<file path="config.mk">
export PLATFORM = sky130hd
export DESIGN_NAME = cdiv_top
export DESIGN_NICKNAME = d
export VERILOG_FILES = /design/src/rtl/cdiv_pkg.sv /design/src/rtl/cdiv_regs.sv /design/src/rtl/cdiv_chan.sv /design/src/rtl/cdiv_top.sv
export SDC_FILE = /design/constraint.sdc
export NUM_CORES = 1
export LEC_CHECK = 0
export BUFFER_PORTS_ARGS = -buffer_cell sky130_fd_sc_hd__clkbuf_2
export CORE_ASPECT_RATIO = 0.6
export CORE_UTILIZATION = 52
export DETAILED_ROUTE_END_ITERATION = 10
export GPL_TIMING_DRIVEN = 1
export HOLD_SLACK_MARGIN = 0.06
export PLACE_DENSITY_LB_ADDON = 0.3
export SYNTH_ARGS = -nofsm -noshare
export SYNTH_HDL_FRONTEND = slang
export SYNTH_SLANG_ARGS = --single-unit
</file>
<file path="constraint.sdc">
create_clock -name clk -period 3.05 [get_ports clk]
set_clock_uncertainty 0.05 [all_clocks]
set_input_delay 0.1525 -clock clk [delete_from_list [all_inputs] [get_ports clk]]
set_output_delay 0.1525 -clock clk [all_outputs]
set_load 0.03 [all_outputs]
</file>
<file path="src/rtl/cdiv_pkg.sv">
package cdiv_pkg;

    localparam int REG_W        = 32;
    localparam int CNT_W        = 4;
    localparam int CODE_W       = 6;
    localparam int FIELD_STRIDE = 8;
    localparam int EN_BASE      = 24;
    localparam int STROBE_BIT   = 8;
    localparam int CTRL_ADDR    = 0;
    localparam int RATIO_ADDR   = 8;
    localparam int RESET_RATIO  = 4;

    // Map a software ratio code to the divide value actually used.
    function automatic logic [CNT_W-1:0] map_ratio(input logic [CODE_W-1:0] code);
        logic [CNT_W-1:0] r;
        case (code)
            6'd4, 6'd5, 6'd6: r = code[CNT_W-1:0];
            default:          r = CNT_W'(8);
        endcase
        return r;
    endfunction

endpackage

</file>
<file path="src/rtl/cdiv_regs.sv">
module cdiv_regs
    import cdiv_pkg::*;
#(
    parameter int NUM_CH = 2,
    parameter int ADDR_W = 4
) (
    input  logic                          clk,
    input  logic                          rst_n,
    input  logic                          reg_we,
    input  logic [ADDR_W-1:0]             reg_addr,
    input  logic [REG_W-1:0]              reg_wdata,
    output logic [REG_W-1:0]              reg_rdata,
    output logic [NUM_CH-1:0]             ch_enable,
    output logic [NUM_CH-1:0][CODE_W-1:0] ch_code,
    output logic [NUM_CH-1:0]             ch_commit
);

    typedef struct packed {
        logic [NUM_CH-1:0]             arm;
        logic                          strobe;
        logic [NUM_CH-1:0]             en;
        logic [NUM_CH-1:0][CODE_W-1:0] stage;
    } regs_t;

    regs_t st_q, st_d;

    logic wr_ctrl, wr_ratio;
    logic unused_wdata;

    assign wr_ctrl      = reg_we && (reg_addr == ADDR_W'(CTRL_ADDR));
    assign wr_ratio     = reg_we && (reg_addr == ADDR_W'(RATIO_ADDR));
    assign unused_wdata = ^reg_wdata;

    always_comb begin
        st_d      = st_q;
        ch_commit = '0;
        if (wr_ctrl) begin
            for (int c = 0; c < NUM_CH; c++) begin
                st_d.arm[c] = reg_wdata[c];
                st_d.en[c]  = reg_wdata[EN_BASE + c];
                // commit only on a 0->1 strobe that carries this channel's arm bit
                ch_commit[c] = reg_wdata[STROBE_BIT] && !st_q.strobe && reg_wdata[c];
            end
            st_d.strobe = reg_wdata[STROBE_BIT];
        end
        if (wr_ratio) begin
            for (int c = 0; c < NUM_CH; c++) begin
                st_d.stage[c] = reg_wdata[c*FIELD_STRIDE +: CODE_W];
            end
        end
    end

    always_ff @(posedge clk) begin
        if (!rst_n) begin
            st_q.arm    <= '0;
            st_q.strobe <= 1'b0;
            st_q.en     <= '0;
            for (int c = 0; c < NUM_CH; c++) begin
                st_q.stage[c] <= CODE_W'(RESET_RATIO);
            end
        end else begin
            st_q <= st_d;
        end
    end

    always_comb begin
        reg_rdata = '0;
        if (reg_addr == ADDR_W'(CTRL_ADDR)) begin
            for (int c = 0; c < NUM_CH; c++) begin
                reg_rdata[c]           = st_q.arm[c];
                reg_rdata[EN_BASE + c] = st_q.en[c];
            end
            reg_rdata[STROBE_BIT] = st_q.strobe;
        end else if (reg_addr == ADDR_W'(RATIO_ADDR)) begin
            for (int c = 0; c < NUM_CH; c++) begin
                reg_rdata[c*FIELD_STRIDE +: CODE_W] = st_q.stage[c];
            end
        end
    end

    assign ch_enable = st_q.en;
    assign ch_code   = st_q.stage;

endmodule

</file>
<file path="src/rtl/cdiv_chan.sv">
module cdiv_chan
    import cdiv_pkg::*;
(
    input  logic              clk,
    input  logic              rst_n,
    input  logic              enable,
    input  logic              commit,
    input  logic [CODE_W-1:0] code,
    output logic              clk_out,
    output logic [CNT_W-1:0]  ratio_now,
    output logic [CNT_W-1:0]  phase,
    output logic              running
);

    typedef struct packed {
        logic [CNT_W-1:0] cnt;
        logic [CNT_W-1:0] ratio;
        logic             run;
        logic             pend;
        logic [CNT_W-1:0] pend_ratio;
        logic             pos;
    } chan_t;

    chan_t st_q, st_d;
    logic  neg_q;
    logic  last;

    assign last = (st_q.cnt == st_q.ratio - CNT_W'(1));

    always_comb begin
        st_d = st_q;
        if (commit) begin
            st_d.pend       = 1'b1;
            st_d.pend_ratio = map_ratio(code);
        end
        if (last) begin
            // period boundary: adopt pending ratio and gate state together
            st_d.cnt = '0;
            st_d.run = enable;
            if (st_d.pend) begin
                st_d.ratio = st_d.pend_ratio;
            end
            st_d.pend = 1'b0;
        end else begin
            st_d.cnt = st_q.cnt + CNT_W'(1);
        end
        st_d.pos = st_d.run && (st_d.cnt < (st_d.ratio >> 1));
    end

    always_ff @(posedge clk) begin
        if (!rst_n) begin
            st_q.cnt        <= '0;
            st_q.ratio      <= CNT_W'(RESET_RATIO);
            st_q.run        <= 1'b0;
            st_q.pend       <= 1'b0;
            st_q.pend_ratio <= CNT_W'(RESET_RATIO);
            st_q.pos        <= 1'b0;
        end else begin
            st_q <= st_d;
        end
    end

    // half-cycle delayed copy stretches the high phase of odd ratios
    always_ff @(negedge clk) begin
        if (!rst_n) begin
            neg_q <= 1'b0;
        end else begin
            neg_q <= st_q.pos;
        end
    end

    assign clk_out   = st_q.pos | (st_q.ratio[0] & neg_q);
    assign ratio_now = st_q.ratio;
    assign phase     = st_q.cnt;
    assign running   = st_q.run;

endmodule

</file>
<file path="src/rtl/cdiv_top.sv">
module cdiv_top
    import cdiv_pkg::*;
#(
    parameter int NUM_CH = 2,
    parameter int ADDR_W = 4
) (
    input  logic              clk,
    input  logic              rst_n,
    input  logic              reg_we,
    input  logic [ADDR_W-1:0] reg_addr,
    input  logic [31:0]       reg_wdata,
    output logic [31:0]       reg_rdata,
    output logic [NUM_CH-1:0] div_clk
);

    logic [NUM_CH-1:0]             ch_enable;
    logic [NUM_CH-1:0][CODE_W-1:0] ch_code;
    logic [NUM_CH-1:0]             ch_commit;
    logic [NUM_CH-1:0][CNT_W-1:0]  act_ratio;
    logic [NUM_CH-1:0][CNT_W-1:0]  chan_cnt;
    logic [NUM_CH-1:0]             chan_run;

    cdiv_regs #(
        .NUM_CH (NUM_CH),
        .ADDR_W (ADDR_W)
    ) u_regs (
        .clk       (clk),
        .rst_n     (rst_n),
        .reg_we    (reg_we),
        .reg_addr  (reg_addr),
        .reg_wdata (reg_wdata),
        .reg_rdata (reg_rdata),
        .ch_enable (ch_enable),
        .ch_code   (ch_code),
        .ch_commit (ch_commit)
    );

    for (genvar c = 0; c < NUM_CH; c++) begin : g_ch
        cdiv_chan u_chan (
            .clk       (clk),
            .rst_n     (rst_n),
            .enable    (ch_enable[c]),
            .commit    (ch_commit[c]),
            .code      (ch_code[c]),
            .clk_out   (div_clk[c]),
            .ratio_now (act_ratio[c]),
            .phase     (chan_cnt[c]),
            .running   (chan_run[c])
        );
    end

endmodule

</file>
==> metrics.csv <==
metric;value;unit
status;finished clean;
io_buffers;36;
postCtsSetupRepairBufs;0;
syn_to_final_growth;13.1;%
routedWlPerCell;14.1;um
postLayoutCoreUtil;62.5;%
fmax;354;MHz
overflow;0;
die_x;92.8;um
crit_path_end;g_ch[1].u_chan.st_q[0];
hold_class;in2reg;
synth_top_area_share;38.1;%
tightest_slew;1040;ps
die_h;56.5;um
synth_edf_count;0;
h-tree-depth;2;
synth_warnings;0;
rows;19;
sequentialPowerShare;55.0;%
drv_slew;0;
synth_seq_cells;49;
yosys-top-cells-count;dfxtp_1 (49), nand2_1 (35), nor2_1 (21), buf_4 (20), a21oi_1 (19);
dp_hpwl;4010;um
path_cells;inv_1, ha_1, xnor3_1, nand3_1, or2_2, o22ai_1, ha_1, a211o_1, a211oi_2;
synthCells;287;
holdBufCountCts;12;
clkTransAtPathRegs;90;ps
grtUsageTotal;23.0;%
grt_antenna_before_repair;0;
post_cts_resized;0;
cp.required;3220;ps
power_frac_clock;30.7;%
grt_pass1_vias;1928;
ant_nets;0;
cp-start-kind;register;
insertion_delay;300;ps
ios;73;
drv_cap;0;
vdd_drop_max;0.308;mV
crit_path_max_fanout;8;
numCtsBuffers;5;
grt_pass1_wl;9360;um
design.core.area;4660;sq um
gp_congestion;0.799;
r2r_slack;230;ps
drtIter0Drc;114;
setup_violations;0;
wirelength;5540;um
via_count;2140;
synth_area_leaders;dfxtp_1 (38%), buf_4 (5.8%), nand2_1 (5.1%);
die_area;5240;sq um
combPwrFrac;14.3;%
crit_path_end_kind;register;
synth_top_flop_cell;dfxtp_1;
synth_area_per_cell;8.97;sq um
yosysMostFrequentCell;dfxtp_1;
synth_cell_types;48;
firstDrtPassIters;4;
fin_crit_sh;92.6;%
synth.cell_area;2570;sq um
cts_root_buf;clkbuf_8;
path_delay_family;compound AO/OA/AOI/OAI gates;
async_flop_share;0;%
r2r_cells;9;
clockBufferDepth;2;
grt_max_degree;32;
worstReg2RegEnd;g_ch[1].u_chan.st_q[0];
ys_seq_area_share;38.1;%
finalCriticalPeriod;2820;ps
tritoncts;yes;
fin_tns_setup;0;ps
hold_viol;0;
cpPeakStageDelay;430;ps
cell_internal_pwr;0.879;mW
path_buf_inv;1;
drc_errors;0;
crit_path_frequent_cell;ha_1;
r2r_start;g_ch[1].u_chan.ratio_now[0];
setup.worst_path.start;g_ch[1].u_chan.ratio_now[0];
rsz0062_at_grt;false;
start_util;55.2;%
via_per_inst;5.43;
clock_sinks;49;
critPathSlowestCell;dfxtp_1;
path_class;reg2reg;
n_antenna_cell;0;
powerDensity;417;nW/um^2
worst-endpoint-arrival;3000;ps
cp.depth;9;
p_sw;0.335;mW
nets;377;
yosys.area.top_type;dfxtp_1;
layout-drive-gt1-share;19.3;%
netSwitchingFraction;27.6;%
p_leak;1.28;nW
relSlewSlack;30.5;%
fillers;427;
==> cells by family after synthesis <==
| family | after synthesis | synth area share (%) |
|---|---|---|
| DFF | 49 | 38.1 |
| other | 1 | 0.146 |
| AOI/OAI and AO/OA | 58 | 17.2 |
| adders and majority gates | 8 | 3.89 |
| buffers and inverters | 41 | 9.33 |
| muxes | 5 | 1.99 |
| and+or+nand+nor | 110 | 23.2 |
| xor gates and xnor gates | 15 | 6.17 |
==> worst min path at each step <==
stage	cells past startpoint	start	endpoint
floorplan	2	reg_wdata[2]	u_regs.ch_code[2]
detailed placement	3	reg_wdata[10]	u_regs.ch_code[8]
global route	3	reg_wdata[0]	u_regs.ch_code[0]
CTS	3	reg_wdata[0]	u_regs.ch_code[0]
finish	3	reg_wdata[0]	u_regs.ch_code[0]
global placement	3	reg_wdata[10]	u_regs.ch_code[8]
==> state kept, by name (all words and copies together) (netlist names) <==
| name | count |
|---|---|
| g_ch.u_chan.ratio_now | 8 |
| g_ch.u_chan.st_q | 12 |
| u_regs.ch_enable | 2 |
| g_ch.u_chan.phase | 8 |
| u_regs.ch_code | 12 |
| u_regs.st_q | 3 |
| g_ch.u_chan.running | 2 |
| g_ch.u_chan.neg_q | 2 |
==> layer usage <==
metal / track usage (%) / up-vias / wire length, um
met3: 5.42 / 5 / 354
met5: 0 / - / 0
li1: - / 1063 / -
met4: 5.93 / 0 / 40
met2: 34.3 / 57 / 2450
met1: 33.1 / 1015 / 2690
==> power groups by stage <==
stage	combinational [mW]	clock (mW)	sequential [mW]
3_3_place_gp	0.155	0.00616	0.681
4_1_cts	0.173	0.386	0.667
3_5_place_dp	0.160	0.00616	0.682
2_1_floorplan	0.144	0.00616	0.678
5_1_grt	0.191	0.420	0.670
6_report	0.174	0.373	0.667
==> through the flow <==
stage / power, mW / std cells / hold WS [ps] / instance area, sq um / worst slack (ps)
3_5_place_dp: 0.848 / 373 / 320 / 2710 / 265
2_1_floorplan: 0.828 / 304 / 227 / 2640 / 553
3_3_place_gp: 0.843 / 373 / 318 / 2710 / 406
4_1_cts: 1.23 / 394 / 103 / 2910 / 237
6_report: 1.21 / 394 / 112 / 2910 / 227
5_1_grt: 1.28 / 394 / 107 / 2910 / 96.4
==> tightest hold or removal path, stage by stage <==
cell	delay (ps)
clkbuf_2	130
nand2_1	80
a21oi_1	60
==> area by class of cell <==
type                       count  area [sq um]  area share (%)
clock buffer                   6          72.6            2.49
clock inverter                 4          16.3           0.559
inverter                       8          30.0            1.03
multi-input combinational    214          1420            48.7
sequential                    49           981            33.7
tap                           63          78.8            2.71
timing repair buffer          50           315            10.8
==> layout by cell type (no fill, tap or decap), types with 3 or more instances in the layout <==
cell type      netlist  routed
dfxtp_1             49      49
clkbuf_2             0      36
nand2_1             35      35
nor2_1              21      21
a21oi_1             19      19
conb_1               1      18
and3_1              15      15
nand3_1             13      13
dlygate4sd3_1        0      12
inv_1                9      10
xor2_1               8       8
ha_1                 8       8
and2_1               7       7
a31oi_1              7       7
xnor2_1              5       5
nor3_1               5       5
a211oi_2             5       5
clkbuf_8             0       5
mux2i_1              4       4
a21o_1               4       4
a211o_1              4       4
a211oi_1             3       3
(Power assumes the default switching activity.)
